--- src/rtl/evtq_notify.sv ---
module evtq_notify #(
  parameter int ADDR_W    = 48,
  parameter int IDX_W     = 20,
  parameter int REC_BEATS = 4,
  parameter bit WIRED_EN  = 1'b1
) (
  input  logic                    clk,
  input  logic                    rst_n,
  input  logic                    evt_valid,
  output logic                    evt_ready,
  input  logic [REC_BEATS*64-1:0] evt_data,
  input  logic [63:0]             q_base,
  input  logic [IDX_W-1:0]        cons_idx,
  input  logic [31:0]             irq_ctrl,
  input  logic [31:0]             id_reg,
  input  logic [63:0]             irq_cfg0,
  input  logic [31:0]             irq_cfg1,
  output logic                    mem_req,
  input  logic                    mem_ack,
  output logic [ADDR_W-1:0]       mem_addr,
  output logic [63:0]             mem_wdata,
  output logic                    mem_is32,
  output logic [IDX_W-1:0]        prod_idx,
  output logic                    ovf_flag,
  output logic                    irq_wire
);
  localparam int BEAT_W    = (REC_BEATS > 1) ? $clog2(REC_BEATS) : 1;
  localparam int REC_SHIFT = $clog2(REC_BEATS * 8);
  localparam logic [BEAT_W-1:0] LAST_BEAT = BEAT_W'(REC_BEATS - 1);

  typedef enum logic [1:0] {S_IDLE, S_REC, S_MSI} st_t;

  st_t                    st;
  logic [BEAT_W-1:0]      beat;
  logic [REC_BEATS*64-1:0] rec;
  logic [ADDR_W-1:0]      rec_addr_q;
  logic                   notify_q;
  logic [IDX_W-1:0]       prod;

  logic [4:0]       lg;
  logic [IDX_W:0]   span;
  logic [IDX_W-1:0] mask, prod_m, cons_m, prod_nx;
  logic [ADDR_W-1:0] base, rec_addr, msi_addr;
  logic              is_empty, is_full, msi_ok, take, last_done;
  logic              unused_bits;

  assign lg       = (q_base[4:0] > 5'(IDX_W)) ? 5'(IDX_W) : q_base[4:0];
  assign span     = (IDX_W+1)'(1) << lg;
  assign mask     = IDX_W'(span - 1'b1);
  assign prod_m   = prod & mask;
  assign cons_m   = cons_idx & mask;
  assign prod_nx  = (prod_m + 1'b1) & mask;
  assign is_empty = prod_m == cons_m;
  assign is_full  = prod_nx == cons_m;

  assign base     = {q_base[ADDR_W-1:5], 5'b0};
  assign rec_addr = base + (ADDR_W'(prod_m) << REC_SHIFT);
  assign msi_addr = {irq_cfg0[ADDR_W-1:2], 2'b00};
  assign msi_ok   = id_reg[13] && (msi_addr != '0);

  assign take      = (st == S_IDLE) && evt_valid;
  assign last_done = (st == S_REC) && mem_ack && (beat == LAST_BEAT);

  assign unused_bits = ^{irq_ctrl[31:3], irq_ctrl[1:0], id_reg[31:14], id_reg[12:0],
                         q_base[63:ADDR_W], irq_cfg0[63:ADDR_W], irq_cfg0[1:0]};

  always_ff @(posedge clk) begin
    if (!rst_n) begin
      st         <= S_IDLE;
      beat       <= '0;
      rec        <= '0;
      rec_addr_q <= '0;
      notify_q   <= 1'b0;
      prod       <= '0;
      ovf_flag   <= 1'b0;
      irq_wire   <= 1'b0;
    end else begin
      irq_wire <= 1'b0;
      case (st)
        S_IDLE: if (take) begin
          if (is_full) begin
            ovf_flag <= 1'b1;
          end else begin
            rec        <= evt_data;
            rec_addr_q <= rec_addr;
            notify_q   <= is_empty && irq_ctrl[2];
            beat       <= '0;
            st         <= S_REC;
          end
        end
        S_REC: if (mem_ack) begin
          if (last_done) begin
            prod     <= prod_nx;
            ovf_flag <= 1'b0;
            irq_wire <= notify_q && WIRED_EN;
            st       <= (notify_q && msi_ok) ? S_MSI : S_IDLE;
          end else begin
            beat <= beat + 1'b1;
          end
        end
        S_MSI: if (mem_ack) st <= S_IDLE;
        default: st <= S_IDLE;
      endcase
    end
  end

  assign evt_ready = (st == S_IDLE);
  assign mem_req   = (st != S_IDLE);
  assign mem_is32  = (st == S_MSI);
  assign mem_addr  = (st == S_MSI) ? msi_addr
                                   : rec_addr_q + (ADDR_W'(beat) << 3);
  assign mem_wdata = (st == S_MSI) ? {32'b0, irq_cfg1} : rec[beat*64 +: 64];
  assign prod_idx  = prod;
endmodule

--- config.mk ---
export PLATFORM = sky130hd
export DESIGN_NAME = evtq_notify
export DESIGN_NICKNAME = d
export VERILOG_FILES = /design/src/rtl/evtq_notify.sv
export SDC_FILE = /design/constraint.sdc
export NUM_CORES = 1
export LEC_CHECK = 0
export BUFFER_PORTS_ARGS = -buffer_cell sky130_fd_sc_hd__clkbuf_2
export CORE_AREA = 3 3 247 249
export CTS_CLUSTER_SIZE = 28
export DETAILED_ROUTE_END_ITERATION = 8
export DIE_AREA = 0 0 250 252
export PLACE_DENSITY_LB_ADDON = 0.1
export SYNTH_ARGS = -nofsm -noshare
export SYNTH_HDL_FRONTEND = slang
export SYNTH_SLANG_ARGS = --single-unit
--- constraint.sdc ---
create_clock -name clk -period 15 [get_ports clk]
set_clock_uncertainty 0.05 [all_clocks]
set_input_delay 3 -clock clk [delete_from_list [all_inputs] [get_ports clk]]
set_output_delay 3 -clock clk [all_outputs]
set_load 0.03 [all_outputs]
# Word level (Yosys, flattened, before mapping)
# Cells that the tools add are included.
[totals] register_bits=331
[op_classes] add_sub_neg=5 n_reduce_logical=16 n_mux=20 eq_ne=12 n_shift=2 bitwise_logic=4 n_lt_le_gt_ge=1
[ops] op="$shiftx 256x9->64" n=1
[ops] op="$mux 64" n=1
[ops] op="$and 20x20->20" n=3
[ops] op="$add 48x25->48" n=1
[ops] op="$add 48x5->48" n=1
[ops] op="$mux 48" n=1
[ops] op="$reduce_bool 48->1" n=1
[ops] op="$eq 20x20->1" n=2
[ops] op="$add 20x1->20 const B" n=1
[ops] op="$mux 2" n=10
[ops] op="$shl 1x5->20 const A" n=1
[ops] op="$sub 20x1->20 const B" n=1
[ops] op="$reduce_and 5->1" n=3
[ops] op="$ne 2x2->1 const B" n=5
[ops] op="$logic_and 1x1->1" n=6
[ops] op="$pmux 2 s3" n=1
[ops] op="$reduce_and 3->1" n=2
[ops] op="$gt 5x5->1 const B" n=1
[ops] op="$mux 5" n=1
[ops] op="$eq 2x2->1 const B" n=2
[ops] op="$mux 1" n=4
[ops] op="$ne 2x1->1 const B" n=2
[ops] op="$pmux 2 s2" n=1
[ops] op="$reduce_and 4->1" n=1
[ops] op="6 further kinds" n=7

# Logic depth before layout (Yosys ltp)
[logic_depth] ltp_word=11 depth_mapped=25 depth_no_buf=19

# Worst setup path before layout
# No wires, ideal clock.
[synth_timing] path_type="input -> register" startpoint="input port q_base[1]" endpoint="register rec_addr_q[47]" t_arrival_ps=7505 setup_ps=59 stages=22 n_path_buf=5 path_slack_ps=7387 path_cell_list="buf_2 or3_1 buf_2 nor3_1 inv_1 ha_1 clkbuf_1 buf_2 xor2_1 clkbuf_1 nor2b_1 ha_1 nor2b_1 o31ai_1 a31oi_1 a41o_1 nand2_1 a21oi_1 nand3_1 or3_1 nand4_1 o211a_1"
[synth_via] elab_chain_cells=10 word_cells_on_any_way=12 cone_classes="add/sub (3); order compare (1); eq/ne (1); shift (1); mux (1); bitwise (4); reduce/logical (1)"
[synth_lines] element="start: declaration" line_no="12" text="input logic [63:0] q_base,"
[synth_lines] element="$gt 5x5->1" line_no="47" text="assign lg = (q_base[4:0] > 5'(IDX_W)) ? 5'(IDX_W) : q_base[4:0];"
[synth_lines] element="$mux 5 *" line_no="47"
[synth_lines] element="$shl 1x5->20 *" line_no="48" text="assign span = (IDX_W+1)'(1) << lg;"
[synth_lines] element="$sub 20x1->20 *" line_no="49" text="assign mask = IDX_W'(span - 1'b1);"
[synth_lines] element="$and 20x20->20" line_no="50" text="assign prod_m = prod & mask;"
[synth_lines] element="$add 20x1->20" line_no="52" text="assign prod_nx = (prod_m + 1'b1) & mask;"
[synth_lines] element="$and 20x20->20" line_no="52"
[synth_lines] element="$eq 20x20->1" line_no="54" text="assign is_full = prod_nx == cons_m;"
[synth_lines] element="$not 1->1 (no source line)"
[synth_lines] element="$reduce_and 3->1 (no source line)"
[synth_lines] element="end signal: assignment" line_no="85" text="rec_addr_q <= rec_addr;"
[synth_lines] element="end: declaration" line_no="36" text="logic [ADDR_W-1:0] rec_addr_q;"
# Every way passes the cells marked *; elsewhere a longest branch is shown, timed or not.
# A chain may end at the register's enable or synchronous reset.

# Worst setup path after layout
[layout_timing] startpoint="input port q_base[2]" endpoint="register rec[124]"
[layout_via] elab_chain_cells=10 word_cells_on_any_way=11 cone_classes="add/sub (2); order compare (1); eq/ne (1); shift (1); mux (1); bitwise (4); reduce/logical (1)"
[layout_lines] element="$gt 5x5->1" line_no="47"
[layout_lines] element="$mux 5 *" line_no="47"
[layout_lines] element="$shl 1x5->20 *" line_no="48"
[layout_lines] element="$sub 20x1->20 *" line_no="49"
[layout_lines] element="$and 20x20->20" line_no="50"
[layout_lines] element="$add 20x1->20" line_no="52"
[layout_lines] element="$and 20x20->20" line_no="52"
[layout_lines] element="$eq 20x20->1 *" line_no="54"
[layout_lines] element="$not 1->1 (no source line) *"
[layout_lines] element="$reduce_and 3->1 (no source line) *"
[layout_lines] element="end signal: assignment" line_no="84" text="rec <= evt_data;"
[layout_lines] element="end: declaration" line_no="35" text="logic [REC_BEATS*64-1:0] rec;"
# Marks and branches as above.

==> metrics.txt <==
status complete, no violations; hold crit path type reg2reg; Post-synth top flop dfxtp_1; port buffer count 542; vias in the first global route 17,832; IO Count 641; # Max-Cap Violations 0; Avg WL per Cell 22.1 µm; clk slew on worst S/H paths 0.05 ns; flops & latches, synth 326; routed wire length 73.2 mm; Seq pwr share 0.411; clock sink count 326; mux contribution to synthesized area 0.133; setup TNS 0 ns; Gate power share 0.164; worst vdd ir 71.7 µV; Post-CTS Setup Bufs 0; Post-CTS Hold Fix Bufs 0; Pins Over Slew Limit 0; cell taking the most area after synthesis dfxtp_1; vias per cell 5.38; most frequent CP cell and3_1; crit-path cells clkbuf_2, or3_1, nor3_1, inv_1, ha_1, nor4_1, o211ai_1, a21boi_0, and3_1, and3_1, xnor2_1, a311oi_2, and4_4, buf_12, o21ai_0, a21oi_1; WP data arrival 9.70 ns; post-synthesis sequential area ratio 0.364; placed instance area 20,800 µm²; synthesis-to-layout area growth 23.2%; Root Buffer clkbuf_16; Post-synth ARST share 0; Sw Share 0.284; XOR/XNOR Fraction of Synth Area 0.0332; Compound-Gate Fraction of Synth Area 0.220; Setup WS pre-CTS 5.31 ns; Synth Area in Simple Gates 0.170; clock buffer depth 3; CP Data Required Time 15.43 ns; layout net count 3,020; hold slack 0.411 ns; DRC 0; Final Hold Vio Count 0; DR pass1 iterations 5; Synth top area share 0.364; Yosys cell types 78; number of flops mapped to enable cells by yosys 0; overall routing resource usage 0.223; CTS tree yes; clock share of power 0.425; CP startpoint kind primary input; YS warnings 0; Worst path max stage delay 0.90 ns; adder-cell area share of the yosys netlist 0.0170; share of layout cells above drive strength 1 0.313; initial drt markers 1,170; min Tclk post-route 9.27 ns; worst r2r src prod_idx[0]; first-pass GRT wire length 110 mm; Syn Inst Count 2,097; die span in x 250 µm; most frequent cells in the layout 542 x clkbuf_2, 324 x dfxtp_1, 313 x a21oi_1; R2R cell count 13; synth top area cells dfxtp_1 36%, a21oi_1 8.7%, mux4_2 8.0%, nand3_1 8.0%, o21ai_1 6.4%; initial cell density of the core 0.305; WS Path Type in2reg; antenna viol nets, final 0; FMAX 0.108 GHz; Leak 9.05 nW; Slew HR 0.194; largest net degree at the start of global routing 194; Cell Pwr Density 105 nW/µm²; hold wc startpoint rec_addr_q[27]; synthesized area 18,000 µm²; final instance area 22,100 µm²; crit-path max FO 193; TritonCTS Buffers 41; Die Area 63,000 µm²; syn avg cell area 8.56 µm²; total gr overflow 0; commonest non-fill, non-tap cell in the layout clkbuf_2; endpoint class of the critical path register; antenna violations before repair 16; Min-Delay Path Depth 1; gpl congestion 0.884; row cnt 89; Final WS setup 5.73 ns; Fillers 6,217; later-pin clock latency in the skew report 0.56 ns; via count 17,761; htree depth 2; total core area 58,900 µm²; NetSw 0.658 mW; fin crit share 0.618; Power Internal 1.66 mW; actual slew at the worst max-slew pin 1.21 ns; CTS resizes 0; worst reg-to-reg setup slack 9.69 ns; largest family of logic cells by synthesized area compound AO/OA/AOI/OAI gates; # setup viols final 0; Die H 252 µm; Worst R2R End rec[124]; CP max stage cell and4_4; Hold Crit Endpoint rec_addr_q[27]; DP Wirelength 51.1 mm; RSZ-0062 raised after global routing false
[logic make-up after synthesis]
family / Yosys count
AOI/OAI and AO/OA: 719
xor gates and xnor gates: 68
adders and majority gates: 24
buffers and inverters: 232
DFF: 326
muxes: 149
other: 1
and+or+nand+nor: 578
[worst max-delay path, delay by kind of cell]
family	cells	cell delay (ns)
fa+ha+maj	1	0.40
buf+inv	3	1.12
compound gates	5	1.68
simple gates	6	3.01
xor+xnor	1	0.12
[synth_stat cells, types with 12 or more instances]
| cell type | number |
|---|---|
| a21oi_1 | 313 |
| mux4_2 | 64 |
| mux2_2 | 79 |
| clkbuf_1 | 130 |
| o21ai_1 | 231 |
| buf_6 | 26 |
| dfxtp_1 | 326 |
| ha_1 | 22 |
| nand4_1 | 16 |
| nand3_1 | 287 |
| inv_1 | 22 |
| nor2_1 | 59 |
| xor2_1 | 33 |
| nor3_1 | 24 |
| xnor2_1 | 35 |
| and3_1 | 17 |
| and2_1 | 12 |
| nor2b_1 | 49 |
| o21ai_0 | 65 |
| buf_2 | 19 |
| a22o_1 | 26 |
| nand2_1 | 53 |
| buf_1 | 28 |
| nor4_1 | 16 |
[power groups by stage]
| stage | logic (mW) | clock network (mW) | registers [mW] |
|---|---|---|---|
| floorplan | 0.249 | 0 | 0.955 |
| detailed placement | 0.382 | 0 | 0.971 |
| finish | 0.380 | 0.985 | 0.952 |
| CTS | 0.384 | 1.02 | 0.952 |
| global placement | 0.379 | 0 | 0.969 |
| global route | 0.416 | 1.05 | 0.959 |
[worst max path at each step]
stage | depth (start not counted) | start | endpoint | slack [ns]
after global placement | 16 | q_base[2] | rec[156] | 5.33
after floorplan | 22 | q_base[1] | rec_addr_q[47] | 7.39
after global routing | 16 | q_base[2] | rec[125] | 5.33
final | 16 | q_base[2] | rec[124] | 5.73
after detailed placement | 16 | q_base[2] | rec[126] | 5.31
after CTS | 16 | q_base[2] | rec[126] | 5.90
[layer usage]
layer / track usage / up-vias / wire [µm]
met2: 0.370 / 493 / 34500
met1: 0.294 / 8617 / 32900
met4: 0.0643 / 14 / 1490
met5: 0 / - / 80
li1: - / 8543 / -
met3: 0.0443 / 94 / 4130
[through the flow]
step	util	power, mW	instances
finish	0.376	2.32	3303
global route	0.376	2.42	3302
CTS	0.375	2.35	3294
detailed placement	0.353	1.35	3223
global placement	0.353	1.35	3223
floorplan	-	1.20	2098
[flip-flops by register name, indices dropped and copies added (netlist names)]
register / cells
rec: 256
rec_addr_q: 43
prod_idx: 20
beat: 2
st: 2
irq_wire: 1
notify_q: 1
ovf_flag: 1
[layout make-up]
type                       count  area, µm²  area share
clock inverter                13        166     0.00752
inverter                      24       97.6     0.00441
sequential                   326       6530       0.295
multi-input combinational   1540      10300       0.467
tap                          773        967      0.0437
clock buffer                  58       1150      0.0520
timing repair buffer         560       2860       0.129
antenna                        9       22.5     0.00102
(Power assumes the default switching activity.)
